<file path="config.mk">
export PLATFORM = sky130hd
export DESIGN_NAME = alu_slice
export DESIGN_NICKNAME = d
export VERILOG_FILES = /design/src/rtl/alu_slice_pkg.sv /design/src/rtl/alu_op_decode.sv /design/src/rtl/alu_core.sv /design/src/rtl/alu_out_stage.sv /design/src/rtl/alu_slice.sv
export SDC_FILE = /design/constraint.sdc
export NUM_CORES = 1
export LEC_CHECK = 0
export ABC_AREA = 1
export BUFFER_PORTS_ARGS = -buffer_cell sky130_fd_sc_hd__buf_4
export CAP_MARGIN = 20
export CORE_MARGIN = 3
export CORE_UTILIZATION = 35
export CTS_CLUSTER_SIZE = 30
export DETAILED_ROUTE_END_ITERATION = 7
export SLEW_MARGIN = 10
export SYNTH_ARGS = -nofsm -noshare
export SYNTH_HDL_FRONTEND = slang
export SYNTH_SLANG_ARGS = --single-unit
</file>
<file path="constraint.sdc">
create_clock -name clk -period 1.5 [get_ports clk]
set_input_delay 0.075 -clock clk [delete_from_list [all_inputs] [get_ports clk]]
set_output_delay 0.075 -clock clk [all_outputs]
set_load 0.02 [all_outputs]
</file>
<file path="src/rtl/alu_slice_pkg.sv">
package alu_slice_pkg;

  typedef enum logic [2:0] {
    FN_ADD = 3'd0,
    FN_SUB = 3'd1,
    FN_AND = 3'd2,
    FN_OR  = 3'd3,
    FN_SLT = 3'd4
  } alu_fn_e;

  localparam logic [1:0] CLS_MEM = 2'b00;
  localparam logic [1:0] CLS_BR  = 2'b01;
  localparam logic [1:0] CLS_REG = 2'b10;

  localparam logic [5:0] FUNCT_ADD = 6'h20;
  localparam logic [5:0] FUNCT_SUB = 6'h22;
  localparam logic [5:0] FUNCT_AND = 6'h24;
  localparam logic [5:0] FUNCT_OR  = 6'h25;
  localparam logic [5:0] FUNCT_SLT = 6'h2A;

  localparam int CMP_EQ_BIT = 0;
  localparam int CMP_GT_BIT = 1;

endpackage

</file>
<file path="src/rtl/alu_op_decode.sv">
module alu_op_decode
  import alu_slice_pkg::*;
#(
  parameter int CLS_W  = 2,
  parameter int FUNC_W = 6
) (
  input  logic [CLS_W-1:0]  op_class,
  input  logic [FUNC_W-1:0] func,
  output alu_fn_e           fn
);

  alu_fn_e reg_fn;

  always_comb begin
    case (func)
      FUNCT_ADD: reg_fn = FN_ADD;
      FUNCT_SUB: reg_fn = FN_SUB;
      FUNCT_AND: reg_fn = FN_AND;
      FUNCT_OR:  reg_fn = FN_OR;
      FUNCT_SLT: reg_fn = FN_SLT;
      default:   reg_fn = FN_ADD;
    endcase
  end

  always_comb begin
    case (op_class)
      CLS_MEM: fn = FN_ADD;
      CLS_BR:  fn = FN_SUB;
      CLS_REG: fn = reg_fn;
      default: fn = FN_ADD;
    endcase
  end

  // the branch class always yields a subtract
  always_comb begin
    if (op_class == CLS_BR) begin
      p_branch_sub_r3: assert (fn == FN_SUB);
    end
  end

endmodule

</file>
<file path="src/rtl/alu_core.sv">
module alu_core
  import alu_slice_pkg::*;
#(
  parameter int W = 32
) (
  input  logic [W-1:0] a,
  input  logic [W-1:0] b,
  input  alu_fn_e      fn,
  output logic [W-1:0] result,
  output logic [1:0]   cmp,
  output logic         cmp_valid
);

  logic [W-1:0] sum;
  logic [W-1:0] diff;
  logic         ovf;
  logic         lt;
  logic         eq;
  logic         gt;

  assign sum  = a + b;
  assign diff = a - b;
  // signed overflow of a - b: operands differ in sign and the result sign differs from a
  assign ovf  = (a[W-1] ^ b[W-1]) & (diff[W-1] ^ a[W-1]);
  assign lt   = diff[W-1] ^ ovf;
  assign eq   = (diff == '0);
  assign gt   = ~lt & ~eq;

  always_comb begin
    case (fn)
      FN_ADD:  result = sum;
      FN_SUB:  result = diff;
      FN_AND:  result = a & b;
      FN_OR:   result = a | b;
      FN_SLT:  result = {{(W-1){1'b0}}, lt};
      default: result = sum;
    endcase
  end

  always_comb begin
    cmp_valid = (fn == FN_SUB);
    cmp       = 2'b00;
    if (cmp_valid) begin
      cmp[CMP_EQ_BIT] = eq;
      cmp[CMP_GT_BIT] = gt;
    end
  end

  // set-less-than leaves upper bits clear
  always_comb begin
    if (fn == FN_SLT) begin
      p_slt_upper_zero_r5: assert (result[W-1:1] == '0);
    end
  end

endmodule

</file>
<file path="src/rtl/alu_out_stage.sv">
module alu_out_stage #(
  parameter int W = 32
) (
  input  logic         clk,
  input  logic         rst_n,
  input  logic         in_valid,
  output logic         in_ready,
  input  logic [W-1:0] d_result,
  input  logic [1:0]   d_cmp,
  input  logic         d_cmp_valid,
  output logic         out_valid,
  input  logic         out_ready,
  output logic [W-1:0] q_result,
  output logic [1:0]   q_cmp,
  output logic         q_cmp_valid
);

  logic take;

  assign in_ready = ~out_valid | out_ready;
  assign take     = in_valid & in_ready;

  always_ff @(posedge clk or negedge rst_n) begin
    if (!rst_n) begin
      out_valid <= 1'b0;
    end else if (take) begin
      out_valid <= 1'b1;
    end else if (out_ready) begin
      out_valid <= 1'b0;
    end
  end

  always_ff @(posedge clk or negedge rst_n) begin
    if (!rst_n) begin
      q_result    <= '0;
      q_cmp       <= 2'b00;
      q_cmp_valid <= 1'b0;
    end else if (take) begin
      q_result    <= d_result;
      q_cmp       <= d_cmp;
      q_cmp_valid <= d_cmp_valid;
    end
  end

  p_accept_shows_r9: assert property (@(posedge clk) disable iff (!rst_n)
    (in_valid && in_ready) |=> out_valid);

  p_stall_holds_r10: assert property (@(posedge clk) disable iff (!rst_n)
    (out_valid && !out_ready) |=> (out_valid && $stable(q_result) && $stable(q_cmp)
                                   && $stable(q_cmp_valid)));

  p_cmp_exclusive_r7: assert property (@(posedge clk) disable iff (!rst_n)
    out_valid |-> (q_cmp != 2'b11));

  p_cmp_quiet_r8: assert property (@(posedge clk) disable iff (!rst_n)
    (out_valid && !q_cmp_valid) |-> (q_cmp == 2'b00));

endmodule

</file>
<file path="src/rtl/alu_slice.sv">
module alu_slice
  import alu_slice_pkg::*;
#(
  parameter int W      = 32,
  parameter int CLS_W  = 2,
  parameter int FUNC_W = 6
) (
  input  logic              clk,
  input  logic              rst_n,
  input  logic              in_valid,
  output logic              in_ready,
  input  logic [CLS_W-1:0]  in_class,
  input  logic [FUNC_W-1:0] in_func,
  input  logic [W-1:0]      in_a,
  input  logic [W-1:0]      in_b,
  output logic              out_valid,
  input  logic              out_ready,
  output logic [W-1:0]      out_result,
  output logic [1:0]        out_cmp,
  output logic              out_cmp_valid
);

  alu_fn_e      fn;
  logic [W-1:0] c_result;
  logic [1:0]   c_cmp;
  logic         c_cmp_valid;

  alu_op_decode #(.CLS_W(CLS_W), .FUNC_W(FUNC_W)) u_decode (
    .op_class (in_class),
    .func     (in_func),
    .fn       (fn)
  );

  alu_core #(.W(W)) u_core (
    .a         (in_a),
    .b         (in_b),
    .fn        (fn),
    .result    (c_result),
    .cmp       (c_cmp),
    .cmp_valid (c_cmp_valid)
  );

  alu_out_stage #(.W(W)) u_stage (
    .clk         (clk),
    .rst_n       (rst_n),
    .in_valid    (in_valid),
    .in_ready    (in_ready),
    .d_result    (c_result),
    .d_cmp       (c_cmp),
    .d_cmp_valid (c_cmp_valid),
    .out_valid   (out_valid),
    .out_ready   (out_ready),
    .q_result    (out_result),
    .q_cmp       (out_cmp),
    .q_cmp_valid (out_cmp_valid)
  );

endmodule

</file>
Word-level counts from Yosys, hierarchy flattened
Index checks and enable logic that the tools add are counted.
Widths: inputs -> output; s select.
{"block": "word_totals", "mem_bits_rw": 0, "mem_bits_ro": 0, "latch_bits": 0, "mem_count": 0, "inputBits": 76, "out_inout_bits": 37, "reg_bits": 36, "word_cells": 36}
{"block": "classes", "muxes": 6, "div_mod_pow": 0, "n_lt_le_gt_ge": 0, "n_eq_ne": 10, "n_mul": 0, "bitwise": 12, "addsub": 2, "reduce_logical": 2, "shift": 0}
{"op": "$pmux 32 s4", "n": 1}
{"op": "$add 32x32->32", "n": 1}
{"op": "$and 32x32->32", "n": 1}
{"op": "$logic_not 32->1", "n": 1}
{"op": "$or 32x32->32", "n": 1}
{"op": "$sub 32x32->32", "n": 1}
{"op": "$eq 6x6->1 const B", "n": 4}
{"op": "$pmux 3 s4", "n": 1}
{"op": "$eq 3x2->1 const B", "n": 2}
{"op": "$pmux 3 s2", "n": 1}
{"op": "$and 1x1->1", "n": 3}
{"op": "$eq 3x1->1 const B", "n": 1}
{"op": "$eq 3x3->1 const B", "n": 1}
{"op": "$not 1->1", "n": 3}
{"op": "$xor 1x1->1", "n": 3}
{"op": "$eq 2x1->1 const B", "n": 1}
{"op": "$eq 2x2->1 const B", "n": 1}
{"op": "$mux 1", "n": 2}
{"op": "$mux 2", "n": 1}
{"op": "$reduce_bool 2->1", "n": 1}
{"op": "$or 1x1->1", "n": 1}

Longest topological paths before layout
{"block": "depth", "ltp_word": 7, "mapped_depth": 25, "depth_no_buf": 24}

Modules after synthesis
A second synthesis with hierarchy kept.
{"block": "hier_totals", "cells_unflattened": 1332, "area_unflattened_um2": 7811.2}
{"module": "alu_core", "cells_per_inst": 1153, "area_each_um2": 6090.8, "seq_area_each_um2": 0.0, "instances": 1}
{"module": "alu_out_stage", "cells_per_inst": 156, "area_each_um2": 1597.8, "seq_area_each_um2": 900.9, "instances": 1}
{"module": "alu_op_decode", "cells_per_inst": 23, "area_each_um2": 122.6, "seq_area_each_um2": 0.0, "instances": 1}

Least setup slack after synthesis
Ideal clock, no wire load.
{"block": "synth_path", "path_type": "input -> register", "from": "in in_a[3]", "to": "reg u_stage.q_cmp[1]", "path_slack_ns": -1.172, "n_path_buf": 1, "arrival_time_ns": 2.556, "stages": 23, "setup_time_ns": 0.116, "required_ns": 1.384, "cell_sequence": "inv_1 ha_1 buf_2 nor2_1 nand3_1 nand3_1 nand2_1 nand2_1 nand2_1 nand2_1 nand2_1 nand2_1 a21oi_1 fa_1 nand4_1 nor2_1 nand3_1 nor2_1 nand3_1 nor2_1 nand3_1 nand2_1 nand2_1"}
{"block": "synth_via", "elab_chain_len": 7, "word_cells_on_any_way": 9, "cone_classes": "1 x add/sub; 1 x mux; 6 x bitwise; 1 x reduce/logical"}
{"element": "from (decl)", "line_no": "alu_slice.sv:14", "source": "input logic [W-1:0] in_a,"}
{"element": "$sub 32x32->32 (*)", "line_no": "alu_core.sv:22", "source": "assign diff = a - b;"}
{"element": "$xor 1x1->1", "line_no": "alu_core.sv:24", "source": "assign ovf = (a[W-1] ^ b[W-1]) & (diff[W-1] ^ a[W-1]);"}
{"element": "$and 1x1->1", "line_no": "alu_core.sv:24"}
{"element": "$xor 1x1->1", "line_no": "alu_core.sv:25", "source": "assign lt = diff[W-1] ^ ovf;"}
{"element": "$not 1->1", "line_no": "alu_core.sv:27", "source": "assign gt = ~lt & ~eq;"}
{"element": "$and 1x1->1 (*)", "line_no": "alu_core.sv:27"}
{"element": "$mux 2 (*)", "line_no": "alu_core.sv:43", "source": "if (cmp_valid) begin"}
{"element": "to (signal assigned)", "line_no": "alu_out_stage.sv:40", "source": "q_cmp <= d_cmp;"}
{"element": "to (decl)", "line_no": "alu_out_stage.sv:14", "source": "output logic [1:0] q_cmp,"}
Every way passes the cells marked *; elsewhere a longest branch is shown, timed or not.
A chain may end at the register's enable or synchronous reset.

Worst setup path in the final report
{"block": "layout_path", "from": "in in_b[6]", "to": "reg u_stage.q_cmp[0]"}
{"block": "layout_via", "elab_chain_len": 3}
{"element": "from (decl)", "line_no": "alu_slice.sv:15", "source": "input logic [W-1:0] in_b,"}
{"element": "$sub 32x32->32", "line_no": "alu_core.sv:22"}
{"element": "$logic_not 32->1", "line_no": "alu_core.sv:26", "source": "assign eq = (diff == '0);"}
{"element": "$mux 2", "line_no": "alu_core.sv:43"}
Every way passes these cells.

==> tab_implementation.tex <==
\begin{tabular}{lr}
\hline
Metric & Value \\
\hline
\multicolumn{2}{l}{\textbf{Global route}} \\
Overall overflow remaining after global route & 0 \\
Via count of the first global-routing pass & 9640 \\
Maximum number of pins on one net before global-route repair & 37 \\
Number of antenna violations at the first check in global routing & 0 \\
Global-route wire length before repair & 52.39 mm \\
All-Layer GR Usage & 0.2960 \\
\multicolumn{2}{l}{\textbf{STA}} \\
Hold Vio Cnt, Final & 0 \\
Final setup vio count & 34 \\
Transition at the pin with the smallest max-transition slack & 489.8 ps \\
Max Clk Rate & 410.2 MHz \\
Final cycle utilization of the critical path & 1.625 \\
Minimum clock period & 2438 ps \\
Worst max-slew margin expressed relative to the limit & 0.6693 \\
Post-Route Skew & 6.799 ps \\
Total Neg Setup Slack & -11710 ps \\
Post-layout worst setup margin & -937.6 ps \\
Count of pins over their slew limit & 0 \\
RSZ-0062 raised after global routing & yes \\
\multicolumn{2}{l}{\textbf{Clock tree}} \\
Clock root cell & sky130\_fd\_sc\_hd\_\_clkbuf\_16 \\
CTS H-Tree Depth & 2 \\
Max clock buf depth & 2 \\
Clock transition at the registers of the reported paths & 60 ps \\
CTS sink count & 36 \\
Clk Latency, worst-skew pair & 280 ps \\
Number of buffers added by the clock tree synthesis step & 5 \\
Clock tree from TritonCTS & built \\
\multicolumn{2}{l}{\textbf{Pwr}} \\
Largest voltage drop on the vdd net & 0.0005080 V \\
Total power density per cell area & 587.8 nW/µm² \\
Static leakage & 7.201 nW \\
\multicolumn{2}{l}{\textbf{Placement}} \\
Area of placed instances & 11070 µm² \\
Half-perimeter wire length after placement & 27.12 mm \\
Routability congestion estimate from global placement & 0.9805 \\
Port Buffer Count & 112 \\
\multicolumn{2}{l}{\textbf{Routing}} \\
TritonRoute pass-1 iters & 5 \\
Total routed wirelength & 35.25 mm \\
Drt wl/cell & 17.48 µm \\
Via density per instance & 5.042 \\
Post-detailed-route count of antenna-violating nets & 0 \\
Total number of vias & 10170 \\
Post-route DRC & 0 \\
Violation count after the first detailed-route iteration & 776 \\
\multicolumn{2}{l}{\textbf{Hold path}} \\
Worst hold-check path type & in -> reg \\
Hold\_sp & out\_ready \\
Worst hold path endpoint & u\_stage.out\_valid\$\_DFFE\_PN0P\_ \\
Cells on Worst Hold Path & 4 \\
\multicolumn{2}{l}{\textbf{Floorplan}} \\
Count of boundary I/O pins & 113 \\
Die Y-Extent & 151.3 µm \\
DIE AREA & 22890 µm² \\
Placeable Area & 20490 µm² \\
Initial cell density of the core & 0.3604 \\
Width of the die & 151.3 µm \\
Cell Rows & 52 \\
\multicolumn{2}{l}{\textbf{Setup path}} \\
Endpoint class of the critical path & flip-flop \\
Worst Setup Start Kind & input pin \\
Data arrival, critical path & 2660 ps \\
Launch instance of the worst register-to-register path & u\_stage.out\_valid\$\_DFFE\_PN0P\_ \\
Cell occurring most often along the worst timing path & sky130\_fd\_sc\_hd\_\_nand2\_1 \\
Number of cell instances on the worst register-to-register path & 7 \\
Data required time at the worst endpoint & 1720 ps \\
Slowest stage delay, CP & 520 ps \\
Critical-path cell with the highest stage delay & sky130\_fd\_sc\_hd\_\_fa\_1 \\
Top fanout value on the critical path & 3 \\
Setup slack of the worst register-to-register path & 150 ps \\
Critical path class & in -> reg \\
FF-to-FF End & u\_stage.q\_result[23]\$\_DFFE\_PN0P\_ \\
\multicolumn{2}{l}{\textbf{Yosys}} \\
Synth Net Count & 1470 \\
Synth Register Bits & 36 \\
Flip-flop cell with the highest count after synthesis & sky130\_fd\_sc\_hd\_\_dfrtp\_1 \\
Number of instances in the synthesized netlist & 1294 \\
Number of enable flip-flop cells after synthesis & 0 \\
Syn Area/Cell & 5.709 µm² \\
Count of distinct cell types in the synthesized netlist & 49 \\
Post-synthesis sequential area ratio & 0.1220 \\
Warnings, synthesis & 0 \\
Synth async-reset ratio & 1.000 \\
Combined area of all synthesized cells & 7387 µm² \\
\multicolumn{2}{l}{\textbf{Layout}} \\
Post-route design area & 14250 µm² \\
Ratio of cells with drive above 1 in the final layout & 0.5630 \\
Layout area overhead & 92.85\% \\
Count of inserted antenna diode cells & 0 \\
Number of nets at the end of the flow & 1922 \\
\multicolumn{2}{l}{\textbf{Job}} \\
Maxcap violations & 0 \\
\multicolumn{2}{l}{\textbf{Outcome}} \\
Result of the run & finished with violations \\
Failing checks & negative setup slack \\
\hline
\end{tabular}
[synth_stat cells (6+ instances only)]
cell type / count / area share
sky130_fd_sc_hd__inv_1: 239 / 0.12
sky130_fd_sc_hd__o21ai_0: 52 / 0.035
sky130_fd_sc_hd__o21bai_1: 8 / 0.0081
sky130_fd_sc_hd__buf_6: 6 / 0.0091
sky130_fd_sc_hd__o21ai_1: 12 / 0.0081
sky130_fd_sc_hd__nor3_1: 12 / 0.0081
sky130_fd_sc_hd__nand4_1: 14 / 0.012
sky130_fd_sc_hd__ha_1: 97 / 0.16
sky130_fd_sc_hd__o221ai_1: 9 / 0.011
sky130_fd_sc_hd__nand3_1: 69 / 0.047
sky130_fd_sc_hd__o211ai_1: 10 / 0.010
sky130_fd_sc_hd__inv_2: 7 / 0.0036
sky130_fd_sc_hd__nor2_1: 153 / 0.078
sky130_fd_sc_hd__dfrtp_1: 36 / 0.12
sky130_fd_sc_hd__nand2_2: 7 / 0.0059
sky130_fd_sc_hd__buf_2: 20 / 0.014
sky130_fd_sc_hd__nand2_1: 377 / 0.19
sky130_fd_sc_hd__a21oi_1: 84 / 0.057
sky130_fd_sc_hd__xor2_1: 22 / 0.026
[cell type report]
class	instances	area, µm²
repair buffers	482	4233
flip-flops and latches	36	900.9
inverters	247	1082
fillers	1688	6248
clock buffers	7	152.6
well taps	270	337.8
repair inverters	2	22.52
multi-input cells	972	7517
[cells by family (layout without fill, tap and decap cells)]
kind of cell,count (synthesis),after routing,synth area share
buf+inv,286,738,0.1624
simple gates,657,657,0.3687
xor+xnor,23,23,0.02727
flops,36,36,0.1220
fa+ha+maj,100,100,0.1724
compound gates,192,192,0.1472
[what timing repair did]
action / in CTS / in global routing
hold buffers: 1 / 0
resized for setup: 407 / 280
pin swaps: 168 / 165
endpoints found under the setup margin: 34 / 35
endpoints found under the hold margin: 36 / 0
setup buffers: 72 / 50
gates cloned: 2 / 0
[routing by layer]
metal,GRT usage,vias to the layer above,part of all wire
met4,0.05893,0,0.022
met1,0.4280,4812,0.45
li1,-,4935,-
met3,0.02304,49,0.069
met5,0,-,0
met2,0.4832,369,0.46
[state kept, by name, summed over array words and instances (netlist names)]
signal and count:
u_stage.q_result 32, u_stage.q_cmp 2, u_stage.out_valid 1, u_stage.q_cmp_valid 1
[worst max-delay path, delay by kind of cell]
kind / cells / cell delay, ps
buf+inv: 4 / 350
compound gates: 2 / 130
fa+ha+maj: 2 / 730
simple gates: 17 / 1340
[through the flow]
step,instances,setup slack (ps),util,power (mW),hold slack [ps]
6_report,2016,-937.6,0.6951,8.374,90.28
3_5_place_dp,1927,-1522,0.5402,5.793,65.60
3_3_place_gp,1927,-1454,0.5402,5.756,60.48
2_1_floorplan,1294,-980.8,-,3.664,-220.6
5_1_grt,2016,-1065,0.6951,8.851,114.9
4_1_cts,2000,-978.9,0.6430,7.724,90.53
[how the worst max path moves through the flow]
stage,startpoint,to,cells past startpoint
global placement,in_b[9],u_stage.q_cmp[1]$_DFFE_PN0P_,23
CTS,in_b[11],u_stage.q_cmp[1]$_DFFE_PN0P_,23
detailed placement,in_b[9],u_stage.q_cmp[1]$_DFFE_PN0P_,23
global route,in_a[14],u_stage.q_cmp[0]$_DFFE_PN0P_,25
floorplan,in_b[21],u_stage.q_cmp[1]$_DFFE_PN0P_,22
finish,in_b[6],u_stage.q_cmp[0]$_DFFE_PN0P_,25
[cells in the final DEF, fill, tap and decap left out, types with 17 or more instances in the layout]
cell                      netlist  layout
sky130_fd_sc_hd__nor2_2         4      23
sky130_fd_sc_hd__nor2_1       153      96
sky130_fd_sc_hd__a21oi_1       84      41
sky130_fd_sc_hd__nand3_2        4      23
sky130_fd_sc_hd__dfrtp_1       36      36
sky130_fd_sc_hd__buf_4          1     358
sky130_fd_sc_hd__nor2_4         0      38
sky130_fd_sc_hd__o21ai_1       12      17
sky130_fd_sc_hd__buf_6          6      99
sky130_fd_sc_hd__inv_2          7      63
sky130_fd_sc_hd__inv_1        239     140
sky130_fd_sc_hd__inv_4          1      36
sky130_fd_sc_hd__nand2_2        7      97
sky130_fd_sc_hd__nand2_4        0      35
sky130_fd_sc_hd__ha_4           0      33
sky130_fd_sc_hd__nand3_1       69      37
sky130_fd_sc_hd__nand2_1      377     249
sky130_fd_sc_hd__o21ai_0       52      25
sky130_fd_sc_hd__ha_1          97      53
sky130_fd_sc_hd__a21oi_2        1      36
[where the power goes]
part	leakage, nW	internal [mW]	total (mW)	switching, mW
clock network	0.0760	0.698	1.11	0.409
registers	0.428	1.18	1.30	0.125
logic	6.70	2.74	5.97	3.22
total	7.20	4.62	8.37	3.76
Power figures use the tool's default switching activity.
